`config.mk`:
```
export PLATFORM = sky130hd
export DESIGN_NAME = cfg_serial_reader
export DESIGN_NICKNAME = d
export VERILOG_FILES = /design/src/rtl/cfg_rd_pkg.sv /design/src/rtl/cfg_rd_por.sv /design/src/rtl/cfg_rd_decode.sv /design/src/rtl/cfg_rd_counter.sv /design/src/rtl/cfg_rd_array.sv /design/src/rtl/cfg_serial_reader.sv
export SDC_FILE = /design/constraint.sdc
export NUM_CORES = 1
export LEC_CHECK = 0
export ABC_AREA = 1
export BUFFER_PORTS_ARGS = -buffer_cell sky130_fd_sc_hd__clkbuf_2
export CORE_ASPECT_RATIO = 1.4
export CORE_MARGIN = 3
export CORE_UTILIZATION = 45
export DETAILED_ROUTE_END_ITERATION = 6
export GPL_ROUTABILITY_DRIVEN = 0
export PLACE_DENSITY = 0.72
export SKIP_CTS_REPAIR_TIMING = 1
export SYNTH_ARGS = -nofsm -noshare
export SYNTH_HDL_FRONTEND = slang
export SYNTH_HIERARCHICAL = 1
export SYNTH_SLANG_ARGS = --single-unit
```
`constraint.sdc`:
```
create_clock -name clk -period 1.5 [get_ports clk]
set_clock_uncertainty 0.05 [all_clocks]
set_input_delay 0.225 -clock clk [delete_from_list [all_inputs] [get_ports clk]]
set_output_delay 0.225 -clock clk [all_outputs]
set_load 0.02 [all_outputs]
```
`src/rtl/cfg_rd_pkg.sv`:
```
package cfg_rd_pkg;
  // Read-path operating mode, resolved once per cycle from the pins.
  typedef enum logic [1:0] {
    MODE_OFF   = 2'd0,  // programming mode or still in power-on cycle
    MODE_CLEAR = 2'd1,  // combined pin at its clear level
    MODE_HOLD  = 2'd2,  // standby or array exhausted
    MODE_SHIFT = 2'd3   // driving and advancing
  } rd_mode_e;
endpackage

```
`src/rtl/cfg_rd_por.sv`:
```
module cfg_rd_por #(
  parameter int POR_CYCLES = 16
) (
  input  logic clk,
  input  logic arst_n,
  output logic rst_sync_n,
  output logic ready
);
  localparam int PW = $clog2(POR_CYCLES + 1);

  logic [1:0]    sync_q;
  logic [PW-1:0] cnt_q, cnt_d;
  logic          rdy_q, rdy_d;

  always_ff @(posedge clk or negedge arst_n) begin
    if (!arst_n) sync_q <= '0;
    else         sync_q <= {sync_q[0], 1'b1};
  end
  assign rst_sync_n = sync_q[1];

  always_comb begin
    cnt_d = cnt_q;
    rdy_d = rdy_q;
    if (!rdy_q) begin
      cnt_d = cnt_q + PW'(1);
      if (cnt_q == PW'(POR_CYCLES - 1)) rdy_d = 1'b1;
    end
  end

  always_ff @(posedge clk or negedge rst_sync_n) begin
    if (!rst_sync_n) begin
      cnt_q <= '0;
      rdy_q <= 1'b0;
    end else begin
      cnt_q <= cnt_d;
      rdy_q <= rdy_d;
    end
  end
  assign ready = rdy_q;

  // ready never drops once the power-on cycle has finished
  a_r1_ready_sticky: assert property (@(posedge clk) disable iff (!rst_sync_n)
    ready |=> ready);
  // ready rises only after the full cycle count has elapsed
  a_r1_ready_count: assert property (@(posedge clk) disable iff (!rst_sync_n)
    $rose(ready) |-> (cnt_q == PW'(POR_CYCLES)));
endmodule

```
`src/rtl/cfg_rd_decode.sv`:
```
module cfg_rd_decode
  import cfg_rd_pkg::*;
(
  input  logic     ser_en,
  input  logic     ready,
  input  logic     ce_n,
  input  logic     rst_oe,
  input  logic     pol_inv,
  input  logic     done,
  output rd_mode_e mode,
  output logic     ceo_n
);
  logic read_on;
  logic oe_lvl;

  assign read_on = ser_en & ready;
  assign oe_lvl  = rst_oe ^ pol_inv;

  always_comb begin
    if (!read_on)         mode = MODE_OFF;
    else if (!oe_lvl)     mode = MODE_CLEAR;
    else if (ce_n | done) mode = MODE_HOLD;
    else                  mode = MODE_SHIFT;
  end

  assign ceo_n = ~(read_on & oe_lvl & ~ce_n & done);
endmodule

```
`src/rtl/cfg_rd_counter.sv`:
```
module cfg_rd_counter
  import cfg_rd_pkg::*;
#(
  parameter int DEPTH = 64,
  parameter int AW    = $clog2(DEPTH)
) (
  input  logic          clk,
  input  logic          rst_n,
  input  rd_mode_e      mode,
  output logic [AW-1:0] addr,
  output logic          done
);
  localparam logic [AW-1:0] LAST = AW'(DEPTH - 1);

  logic [AW-1:0] addr_q, addr_d;
  logic          done_q, done_d;

  always_comb begin
    addr_d = addr_q;
    done_d = done_q;
    case (mode)
      MODE_CLEAR: begin
        addr_d = '0;
        done_d = 1'b0;
      end
      MODE_SHIFT: begin
        if (addr_q == LAST) done_d = 1'b1;
        else                addr_d = addr_q + AW'(1);
      end
      default: ;
    endcase
  end

  always_ff @(posedge clk or negedge rst_n) begin
    if (!rst_n) begin
      addr_q <= '0;
      done_q <= 1'b0;
    end else begin
      addr_q <= addr_d;
      done_q <= done_d;
    end
  end

  assign addr = addr_q;
  assign done = done_q;

  a_r2_clear_next: assert property (@(posedge clk) disable iff (!rst_n)
    (mode == MODE_CLEAR) |=> (addr == '0 && !done));
  a_r3_step_one: assert property (@(posedge clk) disable iff (!rst_n)
    (mode == MODE_SHIFT && addr != LAST) |=> (addr == $past(addr) + AW'(1) && !done));
  a_r5_end_reached: assert property (@(posedge clk) disable iff (!rst_n)
    (mode == MODE_SHIFT && addr == LAST) |=> (done && addr == LAST));
  a_r4_hold_still: assert property (@(posedge clk) disable iff (!rst_n)
    (mode == MODE_HOLD || mode == MODE_OFF) |=> ($stable(addr) && $stable(done)));
endmodule

```
`src/rtl/cfg_rd_array.sv`:
```
module cfg_rd_array #(
  parameter int DEPTH = 64,
  parameter int AW    = $clog2(DEPTH)
) (
  input  logic          clk,
  input  logic          we,
  input  logic [AW-1:0] waddr,
  input  logic          wbit,
  input  logic [AW-1:0] raddr,
  output logic          rbit
);
  logic [DEPTH-1:0] cells;

  for (genvar g = 0; g < DEPTH; g++) begin : g_cell
    logic hit;
    assign hit = we & (waddr == AW'(g));
    always_ff @(posedge clk) begin
      if (hit) cells[g] <= wbit;
    end
  end

  assign rbit = cells[raddr];
endmodule

```
`src/rtl/cfg_serial_reader.sv`:
```
module cfg_serial_reader
  import cfg_rd_pkg::*;
#(
  parameter int DEPTH      = 64,
  parameter int POR_CYCLES = 16,
  parameter int AW         = $clog2(DEPTH)
) (
  input  logic          clk,
  input  logic          rst_n,
  input  logic          ce_n,
  input  logic          rst_oe,
  input  logic          ser_en,
  input  logic          pol_inv,
  input  logic          tst_we,
  input  logic [AW-1:0] tst_addr,
  input  logic          tst_bit,
  output logic          dout,
  output logic          dout_oe,
  output logic          ceo_n
  ,output logic          ready
);
  logic          rst_sync_n;
  logic          done;
  logic [AW-1:0] addr;
  logic          rbit;
  rd_mode_e      mode;

  cfg_rd_por #(.POR_CYCLES(POR_CYCLES)) u_por (
    .clk        (clk),
    .arst_n     (rst_n),
    .rst_sync_n (rst_sync_n),
    .ready      (ready)
  );

  cfg_rd_decode u_decode (
    .ser_en  (ser_en),
    .ready   (ready),
    .ce_n    (ce_n),
    .rst_oe  (rst_oe),
    .pol_inv (pol_inv),
    .done    (done),
    .mode    (mode),
    .ceo_n   (ceo_n)
  );

  cfg_rd_counter #(.DEPTH(DEPTH), .AW(AW)) u_counter (
    .clk   (clk),
    .rst_n (rst_sync_n),
    .mode  (mode),
    .addr  (addr),
    .done  (done)
  );

  cfg_rd_array #(.DEPTH(DEPTH), .AW(AW)) u_array (
    .clk   (clk),
    .we    (tst_we),
    .waddr (tst_addr),
    .wbit  (tst_bit),
    .raddr (addr),
    .rbit  (rbit)
  );

  assign dout_oe = (mode == MODE_SHIFT);
  assign dout    = rbit & dout_oe;

  a_r1_quiet_before_ready: assert property (@(posedge clk) disable iff (!rst_sync_n)
    !ready |-> (!dout_oe && ceo_n));
  a_r2_quiet_in_clear: assert property (@(posedge clk) disable iff (!rst_sync_n)
    (ser_en && ready && (rst_oe == pol_inv)) |-> !dout_oe);
  a_r4_standby_quiet: assert property (@(posedge clk) disable iff (!rst_sync_n)
    ce_n |-> !dout_oe);
  a_r5_release_at_end: assert property (@(posedge clk) disable iff (!rst_sync_n)
    done |-> !dout_oe);
  a_r6_ceo_needs_ce: assert property (@(posedge clk) disable iff (!rst_sync_n)
    !ceo_n |-> (!ce_n && done));
  a_r8_prog_quiet: assert property (@(posedge clk) disable iff (!rst_sync_n)
    !ser_en |-> (!dout_oe && ceo_n));
endmodule

```
# --- Word level (Yosys, flattened, before mapping) ---
# Cells that the tools add are included.
word_totals:
  latch_bits: 0
  word_cells: 229
  n_memories: 0
  out_inout_bits: 4
  mem_bits_ro: 0
  reg_bits: 79
  input_bits: 14
  ramBits: 0
op_classes:
  order_cmp: 1
  reduce_logical: 4
  n_mux: 11
  n_div: 0
  addsub: 2
  n_bitwise: 73
  shift: 0
  eq_ne: 69
  n_mul: 0
op_table:
  columns: ["cell", "count"]
  rows:
  - ["$eq A6 B6 Y1 const B", 33]
  - ["$eq A6 B5 Y1 const B", 16]
  - ["$and A1 B1 Y1", 69]
  - ["$eq A6 B4 Y1 const B", 8]
  - ["$eq A6 B3 Y1 const B", 4]
  - ["$eq A6 B2 Y1 const B", 2]
  - ["$pmux W6 S2", 1]
  - ["$lt A6 B7 Y1 const B", 1]
  - ["$add A6 B1 Y6 const B", 1]
  - ["$bmux W1 S6", 1]
  - ["$eq A6 B1 Y1 const B", 1]
  - ["$logic_not A6 Y1", 1]
  - ["$mux W6", 1]
  - ["$add A5 B1 Y5 const B", 1]
  - ["$eq A5 B4 Y1 const B", 1]
  - ["$mux W1", 5]
  - ["$mux W2", 2]
  - ["$reduce_and A2 Y1", 2]
  - ["$eq A2 B1 Y1 const B", 1]
  - ["$eq A2 B2 Y1 const B", 1]
  - ["$ne A2 B1 Y1 const B", 1]
  - ["$ne A2 B2 Y1 const B", 1]
  - ["$not A1 Y1", 2]
  - ["$pmux W1 S2", 1]
  - ["other kinds (3)", 3]

# --- Longest topological paths before layout ---
logic_depth:
  ltp_word: 7
  depth_mapped: 13
  mapped_depth_nobuf: 11

# --- By module ---
# Netlist, hierarchy kept.
modules_own_cells:
  columns: ["mod", "area_each_um2", "instances", "cells_per_inst", "seq_area_each_um2"]
  rows:
  - ["cfg_rd_array", 3014.1, 1, 320, 1921.8]
  - ["cfg_rd_counter", 397.9, 1, 50, 175.2]
  - ["cfg_rd_por", 337.8, 1, 37, 200.2]
  - ["cfg_rd_decode", 57.6, 1, 12, 0.0]
  - ["cfg_serial_reader", 17.5, 1, 4, 0.0]

# --- Worst setup path after synthesis ---
# Ideal clock, no wire load.
synth_timing:
  path_kind: "register -> output"
  startpoint: "register u_counter.addr_q[0], in the netlist u_counter/addr[0]"
  endpoint: "output dout"
  required_time_ns: 1.225
  path_slack_ns: -0.214
  t_arrival_ns: 1.439
  stages_incl_launch_ff: 14
  n_path_buf: 2
  path_cell_list: "dfrtp_1 > buf_6 > inv_6 > buf_6 > nand2_1 > nand3_1 > nand3_1 > nand2_1 > nand2_1 > nand3_1 > nand3_1 > nand2_1 > inv_1 > nor2_2"
synth_via:
  elab_chain_cells: 3
synth_rtl:
  columns: ["item", "line", "rtl"]
  rows:
  - ["from (decl)", "cfg_rd_counter.sv:15", "logic [AW-1:0] addr_q, addr_d;"]
  - ["from (signal assigned)", "cfg_rd_counter.sv:39", "addr_q <= addr_d;"]
  - ["$bmux W1 S6", "cfg_rd_array.sv:22", "assign rbit = cells[raddr];"]
  - ["$mux W1 (not written as such)", "cfg_rd_array.sv:22", null]
  - ["via rbit", "cfg_serial_reader.sv:25", "logic rbit;"]
  - ["$and A1 B1 Y1", "cfg_serial_reader.sv:64", "assign dout = rbit & dout_oe;"]
  - ["to (decl)", "cfg_serial_reader.sv:17", "output logic dout,"]
# The timed path passes the listed nets, and every way through them passes these cells. The select of a mux whose other input is x is not followed.

# --- Final worst setup path ---
# Same ends and word-level chain as after synthesis.

==> out/metrics.cfg <==
[grt]
grt_max_degree=65
overflow=0
grt_pass1_wl_um=13310
antenna_found_initial=0
grt_pass1_vias=2896
grt_usage_pct=18.03

[power_and_ir_drop]
ir_worst_vdd_v=0.0006892
power.total_w=0.005361
p_int_w=0.004118
p_sw_w=0.001244
powerDensity_nw_per_um2=1134
clock_power_share_pct=43.2
combinationalPowerShare_pct=11.4
power_leakage_nw=1.921
switching_share_pct=23.20
seqPwrFrac_pct=45.5

[critical_path]
arrival_ns=2.01
required_ns=1.22
crit_fanout=8
start_kind=flop
critical_path_class=flop to output pin
crit_path_end_kind=output pin

[drt]
ant_nets=0
vias_per_cell=5.340
avgRoutedWirePerCell_um=15.66
vias=3028
drt-pass1-iter-count=4
wl_um=8877
drtIter0Drc=220
drc=0

[synthesis]
synth_seq_cells=79
async_flop_share_pct=18.99
synth_most_common_cell=nand2_1
yosysSeqAreaShare_pct=60.06
yosys.area.top_type_share_pct=50.25
syn_area_um2=3825
yosys.area.top_type=edfxtp_1
synthTopCellsByCount=nand2_1 (130), nor2_1 (77), nand3_1 (68), edfxtp_1 (64), inv_1 (28)
ys_types=30
synth_cells=423
ys.flop_type=edfxtp_1
synth_area_leaders=edfxtp_1 (50%), nand2_1 (13%), dfrtp_1 (9.8%)
synth_fp_nets=440
yosys_warnings=6
synth_edf_count=64
avgSynthCellArea_um2=9.042

[sta]
hold_viol_final=0
finalCritPeriodShare_pct=152.6
slew_violations=0
period_minus_slack_ns=2.289
relSlewSlack_pct=63.42
setup_slack_ns=-0.7893
worst_slew_pin_slew_ns=0.5487
whs_ns=0.1571
grt_setup_unrepaired=true
setup_viol=9
fmax_ghz=0.4368

[floorplanning]
dieWidth_um=83.92
ios=18
core_area_um2=8198
die_h_um=115.1
initial_core_util_pct=46.66
num_rows=39
dieArea_um2=9658

[clocking]
clockBufferDepth=2
cts_tree=built
cts_max_level=3
clk_pin_slew_worst_paths_ns=0.06
cts.root.buffer_cell=clkbuf_16
cts.sinks=79
clkLatencyLatePin_ns=0.34
cts_made_buffers=9

[cells_and_area]
fin_nets=477
drive_gt1_share_pct=24.73
fillCellCount=706
postLayoutCellArea_um2=4728
area_growth_pct=23.62
n_antenna_cell=0

[placement]
dp_hpwl_um=5441
pre_cts_ws_ns=-0.3752
portBuffers=17
place_area_um2=4096

[job]
cap_violations=0

[status]
violations=negative setup slack
status=finished with violations

[min_path]
hold_class=input port to async pin

-- cell families (layout without fill, tap and decap cells) --
logic type,after synthesis,in the layout,synth area share [%]
AO/OA/AOI/OAI,9,9,1.799
AND/OR/NAND/NOR,284,284,30.78
other,1,1,0.09804
adder cells (fa/ha/maj),3,3,0.9815
flip-flops,79,79,60.06
buffers and inverters,46,88,6.052
XOR/XNOR,1,1,0.2290
-- power by group through the flow --
stage	clock network [W]	registers [W]	logic [W]
2_1_floorplan	0	0.00245	0.000329
3_3_place_gp	0	0.00246	0.000459
3_5_place_dp	0	0.00246	0.000465
4_1_cts	0.00235	0.00242	0.000468
5_1_grt	0.00244	0.00244	0.000658
6_report	0.00231	0.00244	0.000609
-- critical path, cell delays in order, from the launching register on --
cell and delay (ns):
dfrtp_4 0.58, clkbuf_16 0.23, nand2_2 0.05, nand3_2 0.07
nand3_2 0.09, nand2_1 0.08, nand2_1 0.07, nand3_2 0.08
nand3_2 0.09, nand2_2 0.07, inv_2 0.04, nor2_4 0.09
buf_6 0.12
-- layout by cell type, fill, tap and decap left out, types with 3 or more instances in the layout --
cell type,n
nand2_1,113
nor2_1,75
edfxtp_1,64
nand3_1,40
nand3_2,29
inv_1,27
nand2_2,16
buf_4,16
clkbuf_2,15
dfrtp_1,12
clkbuf_16,11
buf_6,3
nor2_2,3
o21ai_0,3
ha_1,3
-- flip-flops by register name (all words and copies together), names as in the netlist --
name            count
u_counter/addr      6
u_array/cells      64
u_por/ready         1
u_por/sync_q        2
u_por/cnt_q         5
u_counter/done      1
-- final cells by class --
cell class	count	area [µm²]	area share [%]
multi-input combinational	298	1499	31.70
tap	102	127.6	2.699
clock inverter	4	70.07	1.482
timing repair buffer	40	334.1	7.065
timing repair inverter	1	16.27	0.3440
inverter	31	131.4	2.779
clock buffer	12	246.5	5.213
sequential	79	2303	48.72
-- metal layers --
| layer | GRT usage (%) | part of all wire (%) | vias up |
|---|---|---|---|
| met4 | 8.476 | 2.7 | 0 |
| met3 | 4.731 | 5.4 | 25 |
| met5 | 0 | 0 | - |
| met1 | 20.02 | 38 | 1435 |
| met2 | 32.24 | 54 | 103 |
| li1 | - | - | 1465 |
-- through the flow --
step / instances / TNS, ns / util [%]
5_1_grt: 567 / -3.496 / 57.68
6_report: 567 / -2.900 / 57.68
3_3_place_gp: 545 / -1.188 / 49.97
3_5_place_dp: 545 / -1.506 / 49.97
2_1_floorplan: 423 / -0.1467 / -
4_1_cts: 561 / -2.202 / 53.83
-- worst paths after layout --
| path | from | to | slack [ns] | depth (start not counted) |
|---|---|---|---|---|
| hold reg to reg | u_por/sync_q[1]$_DFF_PN0_ | u_por/cnt_q[0]$_DFFE_PN0N_ | 0.17 | 0 |
| setup / recovery | u_counter/addr[0]$_DFFE_PN0P_ | dout | -0.79 | 12 |
| setup reg to reg | u_counter/addr[0]$_DFFE_PN0P_ | u_counter/addr[3]$_DFFE_PN0P_ | -0.34 | 8 |
| min in group clk | u_por/sync_q[0]$_DFF_PN0_ | u_por/sync_q[1]$_DFF_PN0_ | 0.30 | 0 |
| hold / removal | rst_n | u_por/sync_q[1]$_DFF_PN0_ | 0.16 | 2 |
| max in group asynchronous | u_por/sync_q[1]$_DFF_PN0_ | u_counter/addr[0]$_DFFE_PN0P_ | 0.82 | 0 |
No activity file was read; power rests on OpenSTA's default activity.
